**src/rtl/abm_pkg.sv**
```systemverilog
package abm_pkg;

    typedef enum logic [1:0] {
        SZ_BYTE = 2'd0,
        SZ_WORD = 2'd1,
        SZ_LONG = 2'd2,
        SZ_RSVD = 2'd3
    } size_e;

    typedef enum logic [1:0] {
        PW_8    = 2'd0,
        PW_16   = 2'd1,
        PW_32   = 2'd2,
        PW_RSVD = 2'd3
    } port_e;

    typedef enum logic [2:0] {
        ST_IDLE    = 3'd0,
        ST_START   = 3'd1,
        ST_WAIT    = 3'd2,
        ST_FINISH  = 3'd3,
        ST_RECOVER = 3'd4,
        ST_REJECT  = 3'd5
    } state_e;

    // A transfer fits when neither code is reserved and the size is no
    // wider than the port (both codes are log2 of a byte count).
    function automatic logic size_fits(size_e s, port_e p);
        return (s != SZ_RSVD) && (p != PW_RSVD) && (2'(s) <= 2'(p));
    endfunction

endpackage

```
**src/rtl/abm_ack_sync.sv**
```systemverilog
module abm_ack_sync #(
    parameter int RISE_STAGES = 1
) (
    input  logic clk,
    input  logic rst_n,
    input  logic ack_async,
    output logic ack_sync
);

    logic                   fall_q;
    logic [RISE_STAGES-1:0] rise_q;

    // First stage on the falling edge: an acknowledge that arrives before
    // mid-cycle is visible at the next rising edge.
    always_ff @(negedge clk or negedge rst_n) begin
        if (!rst_n) begin
            fall_q <= 1'b0;
        end else begin
            fall_q <= ack_async;
        end
    end

    generate
        if (RISE_STAGES == 1) begin : g_one
            always_ff @(posedge clk or negedge rst_n) begin
                if (!rst_n) begin
                    rise_q <= '0;
                end else begin
                    rise_q <= fall_q;
                end
            end
        end else begin : g_chain
            always_ff @(posedge clk or negedge rst_n) begin
                if (!rst_n) begin
                    rise_q <= '0;
                end else begin
                    rise_q <= {rise_q[RISE_STAGES-2:0], fall_q};
                end
            end
        end
    endgenerate

    assign ack_sync = rise_q[RISE_STAGES-1];

endmodule

```
**src/rtl/abm_lane_steer.sv**
```systemverilog
module abm_lane_steer
    import abm_pkg::*;
#(
    parameter int DATA_W = 32
) (
    input  size_e             siz,
    input  port_e             pw,
    input  logic [1:0]        a_lo,
    input  logic [DATA_W-1:0] wdata,
    input  logic [DATA_W-1:0] din,
    output logic [DATA_W-1:0] dout,
    output logic [DATA_W-1:0] rdata
);

    localparam int LANES = DATA_W / 8;
    localparam int LW    = $clog2(LANES) + 1;

    logic [LW-1:0] first;
    logic [LW-1:0] count;
    logic          legal;

    always_comb begin
        legal = size_fits(siz, pw);
        unique case (siz)
            SZ_BYTE: count = LW'(1);
            SZ_WORD: count = LW'(2);
            SZ_LONG: count = LW'(4);
            default: count = LW'(0);
        endcase
        first = '0;
        unique case (pw)
            PW_16: begin
                if (siz == SZ_BYTE) first = LW'(a_lo[1]);
            end
            PW_32: begin
                if (siz == SZ_BYTE)      first = LW'(a_lo);
                else if (siz == SZ_WORD) first = LW'({a_lo[1], 1'b0});
            end
            default: first = '0;
        endcase
    end

    // Write side: lane i (0 = most significant) takes item byte pos.
    for (genvar i = 0; i < LANES; i++) begin : g_wlane
        logic          sel;
        logic [LW-1:0] pos;
        assign sel = legal && (LW'(i) >= first) && (LW'(i) < first + count);
        assign pos = first + count - LW'(1) - LW'(i);
        assign dout[8*(LANES-1-i) +: 8] = sel ? wdata[8*pos[LW-2:0] +: 8] : 8'h00;
    end

    // Read side: item byte j (0 = least significant) comes from lane src.
    for (genvar j = 0; j < LANES; j++) begin : g_rbyte
        logic [LW-1:0] src;
        logic [LW-2:0] lane_up;
        assign src     = first + count - LW'(1) - LW'(j);
        assign lane_up = (LW-1)'(LANES - 1) - src[LW-2:0];
        assign rdata[8*j +: 8] = (legal && (LW'(j) < count)) ? din[8*lane_up +: 8] : 8'h00;
    end

endmodule

```
**src/rtl/abm_ctrl.sv**
```systemverilog
module abm_ctrl
    import abm_pkg::*;
(
    input  logic clk,
    input  logic rst_n,
    input  logic req_valid,
    input  logic req_legal,
    input  logic ack_sync,
    output logic ready,
    output logic start_ph,
    output logic data_ph,
    output logic done,
    output logic err,
    output logic load,
    output logic capture
);

    state_e state_q;
    state_e state_d;

    // State register
    always_ff @(posedge clk or negedge rst_n) begin
        if (!rst_n) begin
            state_q <= ST_IDLE;
        end else begin
            state_q <= state_d;
        end
    end

    // Transitions
    always_comb begin
        state_d = state_q;
        unique case (state_q)
            ST_IDLE: begin
                if (req_valid) state_d = req_legal ? ST_START : ST_REJECT;
            end
            ST_START:   state_d = ST_WAIT;
            ST_WAIT: begin
                if (ack_sync) state_d = ST_FINISH;
            end
            ST_FINISH:  state_d = ack_sync ? ST_RECOVER : ST_IDLE;
            ST_RECOVER: state_d = ack_sync ? ST_RECOVER : ST_IDLE;
            ST_REJECT:  state_d = ST_IDLE;
            default:    state_d = ST_IDLE;
        endcase
    end

    // Outputs
    always_comb begin
        ready    = 1'b0;
        start_ph = 1'b0;
        data_ph  = 1'b0;
        done     = 1'b0;
        err      = 1'b0;
        load     = 1'b0;
        capture  = 1'b0;
        unique case (state_q)
            ST_IDLE: begin
                ready = 1'b1;
                load  = req_valid;
            end
            ST_START:  start_ph = 1'b1;
            ST_WAIT: begin
                data_ph = 1'b1;
                capture = ack_sync;
            end
            ST_FINISH: done = 1'b1;
            ST_RECOVER: begin
            end
            ST_REJECT: begin
                done = 1'b1;
                err  = 1'b1;
            end
            default: begin
            end
        endcase
    end

endmodule

```
**src/rtl/abm_bus_master.sv**
```systemverilog
module abm_bus_master
    import abm_pkg::*;
#(
    parameter int ADDR_W    = 28,
    parameter int DATA_W    = 32,
    parameter int TT_W      = 2,
    parameter int SYNC_RISE = 1
) (
    input  logic              clk,
    input  logic              rst_n,
    input  logic              req_valid,
    output logic              req_ready,
    input  logic [ADDR_W-1:0] req_addr,
    input  logic              req_read,
    input  logic [1:0]        req_size,
    input  logic [1:0]        req_port,
    input  logic [TT_W-1:0]   req_tt,
    input  logic [1:0]        req_atm,
    input  logic [DATA_W-1:0] req_wdata,
    output logic [DATA_W-1:0] req_rdata,
    output logic              req_done,
    output logic              req_err,
    output logic [ADDR_W-1:0] bus_a,
    output logic              bus_rw,
    output logic [1:0]        bus_siz,
    output logic [TT_W-1:0]   bus_tt,
    output logic              bus_atm,
    output logic              bus_ts,
    output logic [DATA_W-1:0] bus_dout,
    output logic              bus_doe,
    input  logic [DATA_W-1:0] bus_din,
    input  logic              bus_ack
);

    logic              ack_s;
    logic              legal_in;
    logic              start_ph;
    logic              data_ph;
    logic              load;
    logic              capture;

    logic [ADDR_W-1:0] a_q;
    logic              rd_q;
    size_e             siz_q;
    port_e             pw_q;
    logic [TT_W-1:0]   tt_q;
    logic [1:0]        atm_q;
    logic [DATA_W-1:0] wd_q;
    logic [DATA_W-1:0] rdat_q;
    logic [DATA_W-1:0] steer_dout;
    logic [DATA_W-1:0] steer_rdata;

    assign legal_in = size_fits(size_e'(req_size), port_e'(req_port));

    abm_ack_sync #(.RISE_STAGES(SYNC_RISE)) u_sync (
        .clk       (clk),
        .rst_n     (rst_n),
        .ack_async (bus_ack),
        .ack_sync  (ack_s)
    );

    abm_ctrl u_ctrl (
        .clk       (clk),
        .rst_n     (rst_n),
        .req_valid (req_valid),
        .req_legal (legal_in),
        .ack_sync  (ack_s),
        .ready     (req_ready),
        .start_ph  (start_ph),
        .data_ph   (data_ph),
        .done      (req_done),
        .err       (req_err),
        .load      (load),
        .capture   (capture)
    );

    abm_lane_steer #(.DATA_W(DATA_W)) u_steer (
        .siz   (siz_q),
        .pw    (pw_q),
        .a_lo  (a_q[1:0]),
        .wdata (wd_q),
        .din   (bus_din),
        .dout  (steer_dout),
        .rdata (steer_rdata)
    );

    // Request hold registers, loaded on acceptance in IDLE
    always_ff @(posedge clk or negedge rst_n) begin
        if (!rst_n) begin
            a_q   <= '0;
            rd_q  <= 1'b1;
            siz_q <= SZ_BYTE;
            pw_q  <= PW_8;
            tt_q  <= '0;
            atm_q <= '0;
            wd_q  <= '0;
        end else if (load) begin
            a_q   <= req_addr;
            rd_q  <= req_read;
            siz_q <= size_e'(req_size);
            pw_q  <= port_e'(req_port);
            tt_q  <= req_tt;
            atm_q <= req_atm;
            wd_q  <= req_wdata;
        end
    end

    // Read data capture at the terminating edge
    always_ff @(posedge clk or negedge rst_n) begin
        if (!rst_n) begin
            rdat_q <= '0;
        end else if (capture) begin
            rdat_q <= steer_rdata;
        end
    end

    assign req_rdata = rdat_q;
    assign bus_a     = a_q;
    assign bus_siz   = 2'(siz_q);
    assign bus_tt    = tt_q;
    assign bus_ts    = start_ph;
    assign bus_rw    = (start_ph || data_ph) ? rd_q : 1'b1;
    assign bus_atm   = start_ph ? atm_q[1] : (data_ph ? atm_q[0] : 1'b0);
    assign bus_doe   = data_ph && !rd_q;
    assign bus_dout  = bus_doe ? steer_dout : '0;

endmodule

```
**config.mk**
```make
export PLATFORM = sky130hd
export DESIGN_NAME = abm_bus_master
export DESIGN_NICKNAME = d
export VERILOG_FILES = /design/src/rtl/abm_pkg.sv /design/src/rtl/abm_ack_sync.sv /design/src/rtl/abm_lane_steer.sv /design/src/rtl/abm_ctrl.sv /design/src/rtl/abm_bus_master.sv
export SDC_FILE = /design/constraint.sdc
export NUM_CORES = 1
export LEC_CHECK = 0
export CAP_MARGIN = 5
export CORE_MARGIN = 1.5
export CORE_UTILIZATION = 40
export DETAILED_ROUTE_END_ITERATION = 8
export GPL_ROUTABILITY_DRIVEN = 0
export GPL_TIMING_DRIVEN = 0
export PLACE_DENSITY = 0.73
export SLEW_MARGIN = 20
export SYNTH_ARGS = -nofsm -noshare
export SYNTH_HDL_FRONTEND = slang
export SYNTH_HIERARCHICAL = 1
export SYNTH_SLANG_ARGS = --single-unit
```
**constraint.sdc**
```tcl
create_clock -name clk -period 3.63 [get_ports clk]
set_clock_uncertainty 0.1 [all_clocks]
set_input_delay 0.726 -clock clk [delete_from_list [all_inputs] [get_ports clk]]
set_output_delay 0.726 -clock clk [all_outputs]
set_load 0.05 [all_outputs]
```
# Word level (Yosys, flattened, before mapping)
# Index checks and enable logic that the tools add are counted.
[totals]
reg_bits = 106
input_bits = 105
out_inout_bits = 103
elab_cells = 110
[classes]
n_addsub = 9
n_lt_le_gt_ge = 14
n_eq_ne = 15
n_shift = 8
n_mux = 29
n_reduce_logical = 24
[ops]
columns = ["cell", "count"]
rows = [
  ["indexed part select 32 x 6 -> 8 bit", 8],
  ["2-to-1 mux 8 bit", 8],
  ["2-to-1 mux 32 bit", 1],
  ["logical AND 1 bit", 17],
  ["2-to-1 mux 3 bit", 5],
  ["< comparator 1 x 3 -> 1 bit, first input constant", 4],
  ["< comparator 2 x 3 -> 1 bit, first input constant", 4],
  ["!= test 2 bit, second input constant", 6],
  ["one-hot mux 3 bit (4 select lines)", 1],
  ["2-to-1 mux 1 bit", 11],
  ["one-hot mux 3 bit (3 select lines)", 1],
  ["subtractor 2 bit, first input constant", 4],
  ["equality test 3 x 2 -> 1 bit, second input constant", 2],
  ["equality test 3 bit, second input constant", 2],
  [">= comparator 1 x 3 -> 1 bit, first input constant", 2],
  [">= comparator 2 x 3 -> 1 bit, first input constant", 2],
  ["one-hot mux 3 bit (2 select lines)", 1],
  ["equality test 2 x 1 -> 1 bit, second input constant", 2],
  ["equality test 2 bit, second input constant", 2],
  ["less-or-equal comparator 2 bit", 2],
  ["OR reduction 2 bit", 2],
  ["subtractor 2 x 1 -> 2 bit, second input constant", 2],
  ["subtractor 2 bit, second input constant", 2],
  ["adder 3 bit", 1],
  ["other kinds (7)", 7],
]

# Longest topological paths before layout
[depth]
word_depth = 10
mapped_depth = 13
depth_no_buf = 12

# Hierarchy
# Netlist, hierarchy kept.
[by_module_without_submodules]
columns = ["mod", "instances", "cells_per_inst", "area_per_inst_um2"]
rows = [
  ["abm_bus_master", 1, 262, 4091.4],
  ["abm_lane_steer", 1, 222, 2193.4],
  ["abm_ctrl", 1, 23, 232.7],
  ["abm_ack_sync", 1, 2, 50.0],
]

==> metrics.md <==
| Metric | Value |
|---|---|
| Share of the synthesized area in the top cell type | `39.6%` |
| Switching share of total power | `47.7%` |
| Cell family with most CP delay | `adder cells` |
| Synth Cell Area | `6570 µm²` |
| Max FO, Critical Path | `5` |
| Fin cells | `973` |
| CP Cell Sequence | `inv_2 -> ha_4 -> and3b_2 -> o21ai_4 -> fa_2 -> buf_6 -> buf_4 -> nor2b_2 -> a211oi_1 -> a211oi_1 -> and2_2 -> buf_6` |
| Row count | `46` |
| Worst Reg-to-Reg Cells | `11` |
| Layout cell share with drive strength beyond 1 | `49.5%` |
| Max Root-Sink Buffers | `2` |
| Die Area | `17200 µm²` |
| Asr flop ratio synth | `100%` |
| Final period util | `113%` |
| PortBufs | `207` |
| Worst slew margin | `44.6%` |
| Core area | `15900 µm²` |
| GRT overflow | `0` |
| RSZ-0062 raised after global routing | `yes` |
| Wirelength per Cell | `21.1 µm` |
| Placed insts | `933` |
| PwrDens | `1130 nW/µm²` |
| PnR worst setup slack | `-0.463 ns` |
| Clock transition at path regs | `0.06 ns` |
| Net Sw Power | `5.53 mW` |
| P_int | `6.07 mW` |
| Fin Setup TNS | `-11.91 ns` |
| Routed wire length | `20600 µm` |
| Final Util | `64.5%` |
| Clk sinks | `106` |
| Synth Instances | `509` |
| Die width | `131 µm` |
| Mean Syn Cell Area | `12.9 µm²` |
| Count of final max-slew check failures | `0` |
| Antenna violations before repair | `0` |
| Yosys reg bits | `106` |
| First-pass GRT wire length | `31200 µm` |
| Commonest non-fill, non-tap cell in the layout | `clkdlybuf4s50_1` |
| Comb pwr share | `73.0%` |
| Slowest cell delay on critical path | `0.61 ns` |
| Top cells by area, synth | `dfrtp_1 40%, mux2_2 15%, mux4_2 11%` |
| Area leader, netlist | `dfrtp_1` |
| Post-route ant nets | `0` |
| Clk root buf | `clkbuf_16` |
| Final design area excluding fillers | `10300 µm²` |
| 1st-pass router iterations | `4` |
| Part of the power in registers | `18.9%` |
| Status | `finished with violations` |
| Initial core utilization | `41.2%` |
| FMAX | `244 MHz` |
| I/O pins | `208` |
| Largest net degree at the start of global routing | `73` |
| Critical Path Stages | `12` |
| Worst-margin pin slew | `0.828 ns` |
| Crit. End Element | `output pin` |
| Commonest cells after routing, fill and taps aside | `173 x clkdlybuf4s50_1, 99 x dfrtp_1, 89 x mux2_2, 32 x nor2b_1, 32 x mux4_2` |
| CP required | `2.80 ns` |
| Worst path bufs/invs | `4` |
| Skew-Pair Late Insertion Delay | `0.35 ns` |
| Post-synth EDFFs | `0` |
| Nets | `871` |
| Worst Path Arrival | `3.27 ns` |
| Post-DP HPWL | `14300 µm` |
| DP Area | `9040 µm²` |
| Synth warn | `6` |
| Critical path type | `flop to output pin` |
| Min Tclk post-route | `4.09 ns` |
| Number of global-route vias before repair | `5643` |
| # diodes | `0` |
| Slowest-stage cell, CP | `fa_2` |
| Type of origin of the critical path | `flop` |
| Failing checks | `negative setup slack` |
| Area Overhead vs Synth | `56.6%` |
| Final Power | `11.6 mW` |
| CTS tree | `yes` |
| Clock Power Share | `8.1%` |
| Vias post-DR | `5438` |
| Die Y | `131 µm` |
| Final setup fails | `32` |
| Static Leak | `4.16 nW` |
| Netlist cell types | `51` |
| Inserted Clock Buffers | `9` |
| Worst min-delay path category | `input pin to async pin` |
| Post-route DRC | `0` |
| Peak VDD IR | `542 µV` |
| Max H-tree Level | `3` |
| GRT Util Overall | `23.4%` |
| Max_cap viols | `0` |
| Final Hold Fails | `0` |
| Syn_nets | `628` |
| Sequential cell area fraction in the yosys report | `40.4%` |
| Via-to-Cell Ratio | `5.59` |
| Drt initial violations | `288` |
| Main flop type after synthesis | `dfrtp_1` |
## per-layer routing
layer	global-route usage, %	routed length (µm)	up-vias
li1	-	-	2379
met1	29.8	8380	2775
met2	39.7	10400	245
met3	3.90	1280	39
met4	9.24	522	0
met5	0	0	-
## final timing paths
| path | from | end | slack (ns) |
|---|---|---|---|
| max in group asynchronous | rst_n | u_sync/fall_q | 0.85 |
| min in group clk | req_rdata[4] | req_rdata[4] | 0.39 |
| setup / recovery | pw_q[0] | bus_dout[23] | -0.46 |
| setup reg to reg | pw_q[0] | req_rdata[19] | 0.29 |
| hold / removal | rst_n | req_rdata[23] | 0.16 |
| hold reg to reg | req_rdata[4] | req_rdata[4] | 0.39 |
## cell type report
cell class | instances | area, µm²
Buffer | 40 | 360
Clock buffer | 15 | 278
Clock inverter | 1 | 7.51
Fill cell | 1201 | 5660
Inverter | 11 | 46.3
Multi-Input combinational cell | 352 | 4200
Sequential cell | 106 | 2660
Tap cell | 216 | 270
Timing Repair Buffer | 232 | 2470
## flip-flops by register name, summed over array words and instances (netlist names)
register / count
atm_q: 2
bus_a: 28
bus_siz: 2
bus_tt: 2
pw_q: 2
rd_q: 1
req_rdata: 32
u_ctrl/state_q: 3
u_sync/ack_sync: 1
u_sync/fall_q: 1
wd_q: 32
## timing repair
| action | in CTS | in global routing |
|---|---|---|
| setup endpoints to repair | 32 | 33 |
| hold buffers | 0 | 0 |
| pin swaps | 26 | 25 |
| gates resized for setup | 328 | 69 |
| buffers inserted | 18 | 6 |
## metrics by stage
step | setup WS (ns) | hold slack (ns)
5_1_grt | -0.538 | 0.183
4_1_cts | -0.483 | 0.161
6_report | -0.463 | 0.161
3_5_place_dp | -1.21 | 0.375
3_3_place_gp | -3.88 | 0.368
2_1_floorplan | -0.0133 | 0.330
## kinds of logic (layout without fill, tap and decap cells)
logic type / after synthesis / in the layout / share of synthesized area [%]
xor+xnor: 3 / 3 / 0.400
flops: 106 / 106 / 40.4
fa+ha+maj: 14 / 14 / 2.78
simple gates: 117 / 117 / 10.7
mux: 157 / 157 / 32.7
compound gates: 61 / 61 / 8.33
buf+inv: 51 / 299 / 4.74
## power groups by stage
stage / Clock, mW / Sequential, mW / Combinational [mW]
2_1_floorplan: 0 / 3.22 / 3.79
3_3_place_gp: 0 / 2.13 / 6.66
3_5_place_dp: 0 / 2.16 / 6.80
4_1_cts: 0.975 / 2.16 / 7.71
5_1_grt: 1.01 / 2.26 / 8.84
6_report: 0.940 / 2.19 / 8.47
## Yosys cell counts (2+ instances only)
library cell and instances:
mux2_4 10, a211oi_1 40, buf_6 7, mux2_1 9, mux2_2 90, nand4_2 2
nor2b_1 33, mux4_2 32, nand3_1 3, dfrtp_1 104, nor3_1 2, and2_1 34
nand2_1 7, ha_1 13, nor3b_1 3, buf_2 14, mux2i_1 16, nor2_1 18
clkbuf_1 7, and3_1 8, inv_1 10, a2111oi_2 8, xor2_1 2, buf_4 10
## worst reg2reg max path: stages (launching register included)
cell	delay (ns)
dfrtp_2	0.45
inv_2	0.09
ha_4	0.21
and3b_2	0.27
o21ai_4	0.07
fa_2	0.61
buf_12	0.15
buf_12	0.13
buf_4	0.19
mux4_2	0.50
nor2b_1	0.15
mux2_2	0.28
Power figures use the tool's default switching activity.
